**config.mk**
```make
export PLATFORM = sky130hd
export DESIGN_NAME = jspi_bridge
export DESIGN_NICKNAME = d
export VERILOG_FILES = /design/src/rtl/jspi_pkg.sv /design/src/rtl/jspi_tap_ctrl.sv /design/src/rtl/jspi_ir_reg.sv /design/src/rtl/jspi_dr_path.sv /design/src/rtl/jspi_pin_mux.sv /design/src/rtl/jspi_bridge.sv
export SDC_FILE = /design/constraint.sdc
export NUM_CORES = 1
export LEC_CHECK = 0
export ABC_CLOCK_PERIOD_IN_PS = 3030
export CAP_MARGIN = 20
export CORE_ASPECT_RATIO = 0.9
export CORE_MARGIN = 3
export CORE_UTILIZATION = 60
export CTS_CLUSTER_DIAMETER = 200
export DETAILED_ROUTE_END_ITERATION = 12
export GPL_ROUTABILITY_DRIVEN = 0
export GPL_TIMING_DRIVEN = 1
export PLACE_DENSITY = 0.79
export SLEW_MARGIN = 20
export SYNTH_ARGS = -nofsm -noshare
export SYNTH_HDL_FRONTEND = slang
export SYNTH_HIERARCHICAL = 1
export SYNTH_SLANG_ARGS = --single-unit
```
**constraint.sdc**
```tcl
create_clock -name tck -period 3.03 [get_ports tck]
set_clock_uncertainty 0.15 [all_clocks]
set_input_delay 0.4545 -clock tck [delete_from_list [all_inputs] [get_ports tck]]
set_output_delay 0.4545 -clock tck [all_outputs]
set_load 0.005 [all_outputs]
```
**src/rtl/jspi_pkg.sv**
```systemverilog
package jspi_pkg;

    typedef enum logic [3:0] {
        ST_EX2_DR = 4'h0,
        ST_EX1_DR = 4'h1,
        ST_SH_DR  = 4'h2,
        ST_PAU_DR = 4'h3,
        ST_SEL_IR = 4'h4,
        ST_UPD_DR = 4'h5,
        ST_CAP_DR = 4'h6,
        ST_SEL_DR = 4'h7,
        ST_EX2_IR = 4'h8,
        ST_EX1_IR = 4'h9,
        ST_SH_IR  = 4'hA,
        ST_PAU_IR = 4'hB,
        ST_RTI    = 4'hC,
        ST_UPD_IR = 4'hD,
        ST_CAP_IR = 4'hE,
        ST_TLR    = 4'hF
    } tap_state_e;

    // Next controller state for a given TMS level.
    function automatic tap_state_e tap_next(input tap_state_e s, input logic tms);
        tap_state_e n;
        case (s)
            ST_TLR:    n = tms ? ST_TLR    : ST_RTI;
            ST_RTI:    n = tms ? ST_SEL_DR : ST_RTI;
            ST_SEL_DR: n = tms ? ST_SEL_IR : ST_CAP_DR;
            ST_CAP_DR: n = tms ? ST_EX1_DR : ST_SH_DR;
            ST_SH_DR:  n = tms ? ST_EX1_DR : ST_SH_DR;
            ST_EX1_DR: n = tms ? ST_UPD_DR : ST_PAU_DR;
            ST_PAU_DR: n = tms ? ST_EX2_DR : ST_PAU_DR;
            ST_EX2_DR: n = tms ? ST_UPD_DR : ST_SH_DR;
            ST_UPD_DR: n = tms ? ST_SEL_DR : ST_RTI;
            ST_SEL_IR: n = tms ? ST_TLR    : ST_CAP_IR;
            ST_CAP_IR: n = tms ? ST_EX1_IR : ST_SH_IR;
            ST_SH_IR:  n = tms ? ST_EX1_IR : ST_SH_IR;
            ST_EX1_IR: n = tms ? ST_UPD_IR : ST_PAU_IR;
            ST_PAU_IR: n = tms ? ST_EX2_IR : ST_PAU_IR;
            ST_EX2_IR: n = tms ? ST_UPD_IR : ST_SH_IR;
            ST_UPD_IR: n = tms ? ST_SEL_DR : ST_RTI;
            default:   n = ST_TLR;
        endcase
        return n;
    endfunction

    function automatic logic is_shift(input tap_state_e s);
        return (s == ST_SH_DR) || (s == ST_SH_IR);
    endfunction

endpackage

```
**src/rtl/jspi_tap_ctrl.sv**
```systemverilog
module jspi_tap_ctrl
    import jspi_pkg::*;
(
    input  logic       tck,
    input  logic       trst_n,
    input  logic       tms,
    output tap_state_e state_o
);

    typedef struct packed {
        tap_state_e state;
    } tap_regs_t;

    tap_regs_t r_d, r_q;

    always_comb begin
        r_d       = r_q;
        r_d.state = tap_next(r_q.state, tms);
    end

    always_ff @(posedge tck or negedge trst_n) begin
        if (!trst_n) r_q <= '{state: ST_TLR};
        else         r_q <= r_d;
    end

    assign state_o = r_q.state;

    // Run length of TMS-high edges, saturating at five (assertion support).
    logic [2:0] tms_run_q;
    always_ff @(posedge tck or negedge trst_n) begin
        if (!trst_n)                tms_run_q <= 3'd0;
        else if (!tms)              tms_run_q <= 3'd0;
        else if (tms_run_q != 3'd5) tms_run_q <= tms_run_q + 3'd1;
    end

    p_tlr_after_five_r1: assert property (@(posedge tck) disable iff (!trst_n)
        (tms_run_q == 3'd5) |-> (r_q.state == ST_TLR));

endmodule

```
**src/rtl/jspi_ir_reg.sv**
```systemverilog
module jspi_ir_reg
    import jspi_pkg::*;
#(
    parameter int                    IR_WIDTH   = 6,
    parameter logic [IR_WIDTH-1:0]   IR_CAPTURE = 6'b000001,
    parameter logic [IR_WIDTH-1:0]   IR_DEFAULT = 6'h09
) (
    input  logic                tck,
    input  logic                trst_n,
    input  logic                tdi,
    input  tap_state_e          state_i,
    output logic [IR_WIDTH-1:0] ir_o,
    output logic                ir_bit_o
);

    typedef struct packed {
        logic [IR_WIDTH-1:0] sr;
        logic [IR_WIDTH-1:0] ir;
    } ir_regs_t;

    ir_regs_t r_d, r_q;

    always_comb begin
        r_d = r_q;
        case (state_i)
            ST_CAP_IR: r_d.sr = IR_CAPTURE;
            ST_SH_IR:  r_d.sr = {tdi, r_q.sr[IR_WIDTH-1:1]};
            ST_UPD_IR: r_d.ir = r_q.sr;
            ST_TLR:    r_d.ir = IR_DEFAULT;
            default:   ;
        endcase
    end

    always_ff @(posedge tck or negedge trst_n) begin
        if (!trst_n) r_q <= '{sr: IR_CAPTURE, ir: IR_DEFAULT};
        else         r_q <= r_d;
    end

    assign ir_o     = r_q.ir;
    assign ir_bit_o = r_q.sr[0];

    p_ir_hold_r2: assert property (@(posedge tck) disable iff (!trst_n)
        (state_i != ST_UPD_IR && state_i != ST_TLR) |=> $stable(r_q.ir));

    p_ir_capture_r2: assert property (@(posedge tck) disable iff (!trst_n)
        (state_i == ST_CAP_IR) |=> (r_q.sr == IR_CAPTURE));

endmodule

```
**src/rtl/jspi_dr_path.sv**
```systemverilog
module jspi_dr_path
    import jspi_pkg::*;
#(
    parameter int                      IR_WIDTH     = 6,
    parameter logic [IR_WIDTH-1:0]     WINDOW_CODE  = 6'h02,
    parameter logic [IR_WIDTH-1:0]     ID_CODE      = 6'h09,
    parameter int                      ID_WIDTH     = 32,
    parameter logic [ID_WIDTH-1:0]     ID_VALUE     = 32'h4A7C31E5
) (
    input  logic                tck,
    input  logic                trst_n,
    input  logic                tdi,
    input  tap_state_e          state_i,
    input  logic [IR_WIDTH-1:0] ir_i,
    output logic                window_sel_o,
    output logic                dr_bit_o
);

    typedef struct packed {
        logic [ID_WIDTH-1:0] id_sr;
        logic                byp;
    } dr_regs_t;

    dr_regs_t r_d, r_q;
    logic     id_sel;

    assign window_sel_o = (ir_i == WINDOW_CODE);
    assign id_sel       = (ir_i == ID_CODE);

    always_comb begin
        r_d = r_q;
        if (state_i == ST_CAP_DR) begin
            r_d.byp = 1'b0;
            if (id_sel) r_d.id_sr = ID_VALUE;
        end else if (state_i == ST_SH_DR) begin
            r_d.byp = tdi;
            if (id_sel) r_d.id_sr = {tdi, r_q.id_sr[ID_WIDTH-1:1]};
        end
    end

    always_ff @(posedge tck or negedge trst_n) begin
        if (!trst_n) r_q <= '{id_sr: ID_VALUE, byp: 1'b0};
        else         r_q <= r_d;
    end

    // The window register never drives TDO here: the pin mux passes MISO instead.
    assign dr_bit_o = id_sel ? r_q.id_sr[0] : r_q.byp;

    p_id_capture_r3: assert property (@(posedge tck) disable iff (!trst_n)
        (state_i == ST_CAP_DR && id_sel) |=> (r_q.id_sr == ID_VALUE));

    p_bypass_capture_r4: assert property (@(posedge tck) disable iff (!trst_n)
        (state_i == ST_CAP_DR) |=> (r_q.byp == 1'b0));

endmodule

```
**src/rtl/jspi_pin_mux.sv**
```systemverilog
module jspi_pin_mux
    import jspi_pkg::*;
(
    input  logic       tck,
    input  logic       trst_n,
    input  tap_state_e state_i,
    input  logic       window_sel_i,
    input  logic       ir_bit_i,
    input  logic       dr_bit_i,
    input  logic       tdi_i,
    input  logic       miso_i,
    output logic       tdo_o,
    output logic       tdo_oe_o,
    output logic       sclk_o,
    output logic       mosi_o,
    output logic       cs_n_o
);

    typedef struct packed {
        logic cs_n;
        logic tdo;
        logic oe;
    } pin_regs_t;

    pin_regs_t r_d, r_q;
    logic      link_on;

    always_comb begin
        r_d      = r_q;
        r_d.cs_n = !(window_sel_i && (state_i == ST_SH_DR));
        r_d.oe   = is_shift(state_i);
        if (state_i == ST_SH_IR)      r_d.tdo = ir_bit_i;
        else if (state_i == ST_SH_DR) r_d.tdo = dr_bit_i;
        else                          r_d.tdo = 1'b0;
    end

    // Falling-edge registers: chip select settles while TCK is low.
    always_ff @(negedge tck or negedge trst_n) begin
        if (!trst_n) r_q <= '{cs_n: 1'b1, tdo: 1'b0, oe: 1'b0};
        else         r_q <= r_d;
    end

    assign link_on  = !r_q.cs_n;
    assign sclk_o   = tck & link_on;
    assign mosi_o   = tdi_i & link_on;
    assign tdo_o    = link_on ? miso_i : r_q.tdo;
    assign tdo_oe_o = r_q.oe;
    assign cs_n_o   = r_q.cs_n;

    p_oe_shift_only_r9: assert property (@(posedge tck) disable iff (!trst_n)
        tdo_oe_o |-> is_shift(state_i));

    p_cs_framed_r5: assert property (@(posedge tck) disable iff (!trst_n)
        !cs_n_o |-> (window_sel_i && state_i == ST_SH_DR));

endmodule

```
**src/rtl/jspi_bridge.sv**
```systemverilog
module jspi_bridge
    import jspi_pkg::*;
#(
    parameter int                    IR_WIDTH    = 6,
    parameter logic [IR_WIDTH-1:0]   WINDOW_CODE = 6'h02,
    parameter logic [IR_WIDTH-1:0]   ID_CODE     = 6'h09,
    parameter logic [IR_WIDTH-1:0]   IR_CAPTURE  = 6'b000001,
    parameter int                    ID_WIDTH    = 32,
    parameter logic [ID_WIDTH-1:0]   ID_VALUE    = 32'h4A7C31E5
) (
    input  logic tck,
    input  logic trst_n,
    input  logic tms,
    input  logic tdi,
    output logic tdo,
    output logic tdo_oe,
    output logic spi_sclk,
    output logic spi_mosi,
    input  logic spi_miso,
    output logic spi_cs_n
);

    tap_state_e          state;
    logic [IR_WIDTH-1:0] ir_q;
    logic                ir_bit;
    logic                dr_bit;
    logic                window_sel;

    jspi_tap_ctrl u_tap (
        .tck     (tck),
        .trst_n  (trst_n),
        .tms     (tms),
        .state_o (state)
    );

    jspi_ir_reg #(
        .IR_WIDTH   (IR_WIDTH),
        .IR_CAPTURE (IR_CAPTURE),
        .IR_DEFAULT (ID_CODE)
    ) u_ir (
        .tck      (tck),
        .trst_n   (trst_n),
        .tdi      (tdi),
        .state_i  (state),
        .ir_o     (ir_q),
        .ir_bit_o (ir_bit)
    );

    jspi_dr_path #(
        .IR_WIDTH    (IR_WIDTH),
        .WINDOW_CODE (WINDOW_CODE),
        .ID_CODE     (ID_CODE),
        .ID_WIDTH    (ID_WIDTH),
        .ID_VALUE    (ID_VALUE)
    ) u_dr (
        .tck          (tck),
        .trst_n       (trst_n),
        .tdi          (tdi),
        .state_i      (state),
        .ir_i         (ir_q),
        .window_sel_o (window_sel),
        .dr_bit_o     (dr_bit)
    );

    jspi_pin_mux u_pins (
        .tck          (tck),
        .trst_n       (trst_n),
        .state_i      (state),
        .window_sel_i (window_sel),
        .ir_bit_i     (ir_bit),
        .dr_bit_i     (dr_bit),
        .tdi_i        (tdi),
        .miso_i       (spi_miso),
        .tdo_o        (tdo),
        .tdo_oe_o     (tdo_oe),
        .sclk_o       (spi_sclk),
        .mosi_o       (spi_mosi),
        .cs_n_o       (spi_cs_n)
    );

    p_select_needs_code_r5: assert property (@(posedge tck) disable iff (!trst_n)
        !spi_cs_n |-> (ir_q == WINDOW_CODE));

endmodule

```
==> flow_metrics.tcl <==
set metrics [dict create \
    status "finished, violations left" \
    violations "setup timing" \
    reg2reg_depth 5 \
    place_ws_ps -357.0 \
    wirelength_um 3975 \
    die_h_um 67.19 \
    syn_to_final_growth_pct 11.53 \
    hold_violations 0 \
    synth_ff_type "dfrtp_1" \
    power_mw 2.918 \
    n_antenna_cell 0 \
    yosys_warnings 6 \
    setup_viol 6 \
    io_buffers 9 \
    grt_use_met2_pct 29.65 \
    endpoint_kind "primary output" \
    insertion_delay_ps 310 \
    synth_area_leaders "dfrtp_1 26%, dfstp_2 25%, mux2_2 9.0%" \
    cts_inserted_buffers 5 \
    grtUsageMet1_pct 23.51 \
    drive_gt1_share_pct 40.18 \
    grt_usage_pct 18.70 \
    netlist.area_leader.share_pct 26.07 \
    met3_usage_pct 4.613 \
    drc_errors 0 \
    placed_area_um2 2625 \
    fillCellCount 278 \
    pin_count 10 \
    final-seq-area_um2 1331 \
    design.core.area_um2 3862 \
    drt_pass1_iterations 4 \
    htreeDepth 2 \
    rsz0062_at_grt "true" \
    busiest_layer "met2" \
    worstPathRequired_ps 2430 \
    die_area_um2 4971 \
    yosysTopAreaCell "dfrtp_1" \
    grt_overflow 0 \
    p_leak_nw 1.310 \
    worstReg2RegEnd "u_pins/r_q[1]$_DFF_NN0_" \
    setup_slack_ps -395.2 \
    tritoncts "done" \
    ir_drop_mv 0.6027 \
    path_clk_slew_ps 100 \
    dp_hpwl_um 2432 \
    ys_types 34 \
    rrSetupSlack_ps -280 \
    initial_core_util_pct 64.63 \
    fin_nets 228 \
    wl_per_cell_um 14.72 \
    synth_nets 213 \
    arrival_ps 2820 \
    synth_cells 208 \
    hold_ws_ps 132.0 \
    routed_via_density 5.359 \
    rows 21 \
    design_area_um2 2784 \
    setup_tns_ps -1491 \
    synth_seq_area_share_pct 53.33 \
    multi_input_area_um2 1030 \
    syn_area_um2 2496 \
    ys_ff_latch 52 \
    p_per_area_nw_per_um2 1048 \
    cap_violations 0 \
    postRouteAntennaNets 0 \
    vias 1447 \
    max_slew_margin_pct 60.74 \
    die_x_um 73.99 \
    grt_max_degree 50 \
    grt_pass1_wl_um 6969 \
    hp-class "in -> async" \
    root_buffer "clkbuf_8" \
    drt_first_iter_violations 89 \
    antenna_found_initial 0 \
    grt_pass1_vias 1542 \
    cp_max_fo 2 \
    slew_viol_final 0 \
    cp-start-kind "register" \
    clk_path_buf_depth 2 \
    path_class "reg -> out" \
    worst_slew_pin_slew_ps 589.0 \
    rr_startpoint "u_ir/ir_o[2]$_DFFE_PN0P_" \
    synth_edf_count 0 \
    async_flop_share_pct 100.0 \
    avgSynthCellArea_um2 12.00 \
]
[how the worst max path moves through the flow]
stage,start,endpoint,cells past startpoint
after global routing,u_pins/cs_n_o$_DFF_NN1_,tdo,2
after detailed placement,u_pins/cs_n_o$_DFF_NN1_,tdo,2
after CTS,u_pins/cs_n_o$_DFF_NN1_,tdo,2
after floorplan,u_ir/ir_o[2]$_DFFE_PN0P_,u_pins/r_q[1]$_DFF_NN0_,6
final,u_pins/cs_n_o$_DFF_NN1_,tdo,2
after global placement,u_pins/cs_n_o$_DFF_NN1_,tdo,2
[cells by family (layout without fill, tap and decap cells)]
logic type             count (synthesis)  count (layout)  synth area share [%]
buffers and inverters                 32              48                 6.766
AOI/OAI and AO/OA                     10              10                 2.506
muxes                                 47              47                 21.65
DFF                                   52              52                 53.33
and+or+nand+nor                       67              67                 15.74
[state kept, by name (all words and copies together), names as in the netlist]
register,cells
u_dr/r_q,33
u_ir/r_q,5
u_pins/r_q,1
u_ir/ir_o,6
u_pins/cs_n_o,1
u_pins/tdo_oe_o,1
u_tap/state_o,4
u_ir/ir_bit_o,1
[cell usage in the layout (no fill, tap or decap), drive strengths merged, types with 5 or more instances in the layout]
master  count
dfrtp      26
nand2       5
nor2b      15
dfstp      24
inv        19
mux2       29
clkbuf      6
and2b       6
buf        16
nor2       28
mux2i      18
[layout make-up]
type / instances / area share, %
clock inverters: 5 / 2.607
well taps: 46 / 2.067
multi-input cells: 124 / 36.99
clock buffers: 6 / 2.652
flip-flops and latches: 52 / 47.82
inverters: 17 / 2.292
repair buffers: 20 / 5.573
[routing by layer]
layer  wire length, µm  vias up  part of all wire, %
li1                  -      704                    -
met1              1886      717                   47
met2              1875       19                   47
met3               137        7                  3.4
met4                76        0                  1.9
met5                 0        -                    0
[metrics by stage]
| stage | instances | utilization, % |
|---|---|---|
| 2_1_floorplan | 208 | - |
| 3_3_place_gp | 260 | 67.96 |
| 3_5_place_dp | 260 | 67.96 |
| 4_1_cts | 269 | 71.95 |
| 5_1_grt | 270 | 72.08 |
| 6_report | 270 | 72.08 |
[timing repair]
action	4_1_cts	5_1_grt
setup endpoints to repair	8	7
buffers inserted	0	1
resized for setup	19	3
hold buffers	0	0
pin swaps	1	0
[cell usage after synthesis, types with 2 or more instances]
library cell	number
nor2_1	28
dfrtp_1	26
dfstp_2	24
mux2_2	20
inv_1	18
mux2i_1	18
nor2b_1	15
buf_4	9
mux2_4	9
nand2_1	5
a21oi_1	4
and2b_2	4
a31oi_1	2
buf_6	2
clkbuf_1	2
dfrtn_1	2
nand2b_1	2
o21ai_0	2
[power breakdown]
part	internal (mW)	switching, mW	total, mW
clock	0.332	0.233	0.565
sequential	1.08	0.182	1.27
combinational	0.560	0.527	1.09
[critical path: stages (launching register included)]
cell and delay [ps]:
dfstp_2 530, mux2_4 300, buf_6 110
Note: power is estimated with default switching activity, not from simulation.
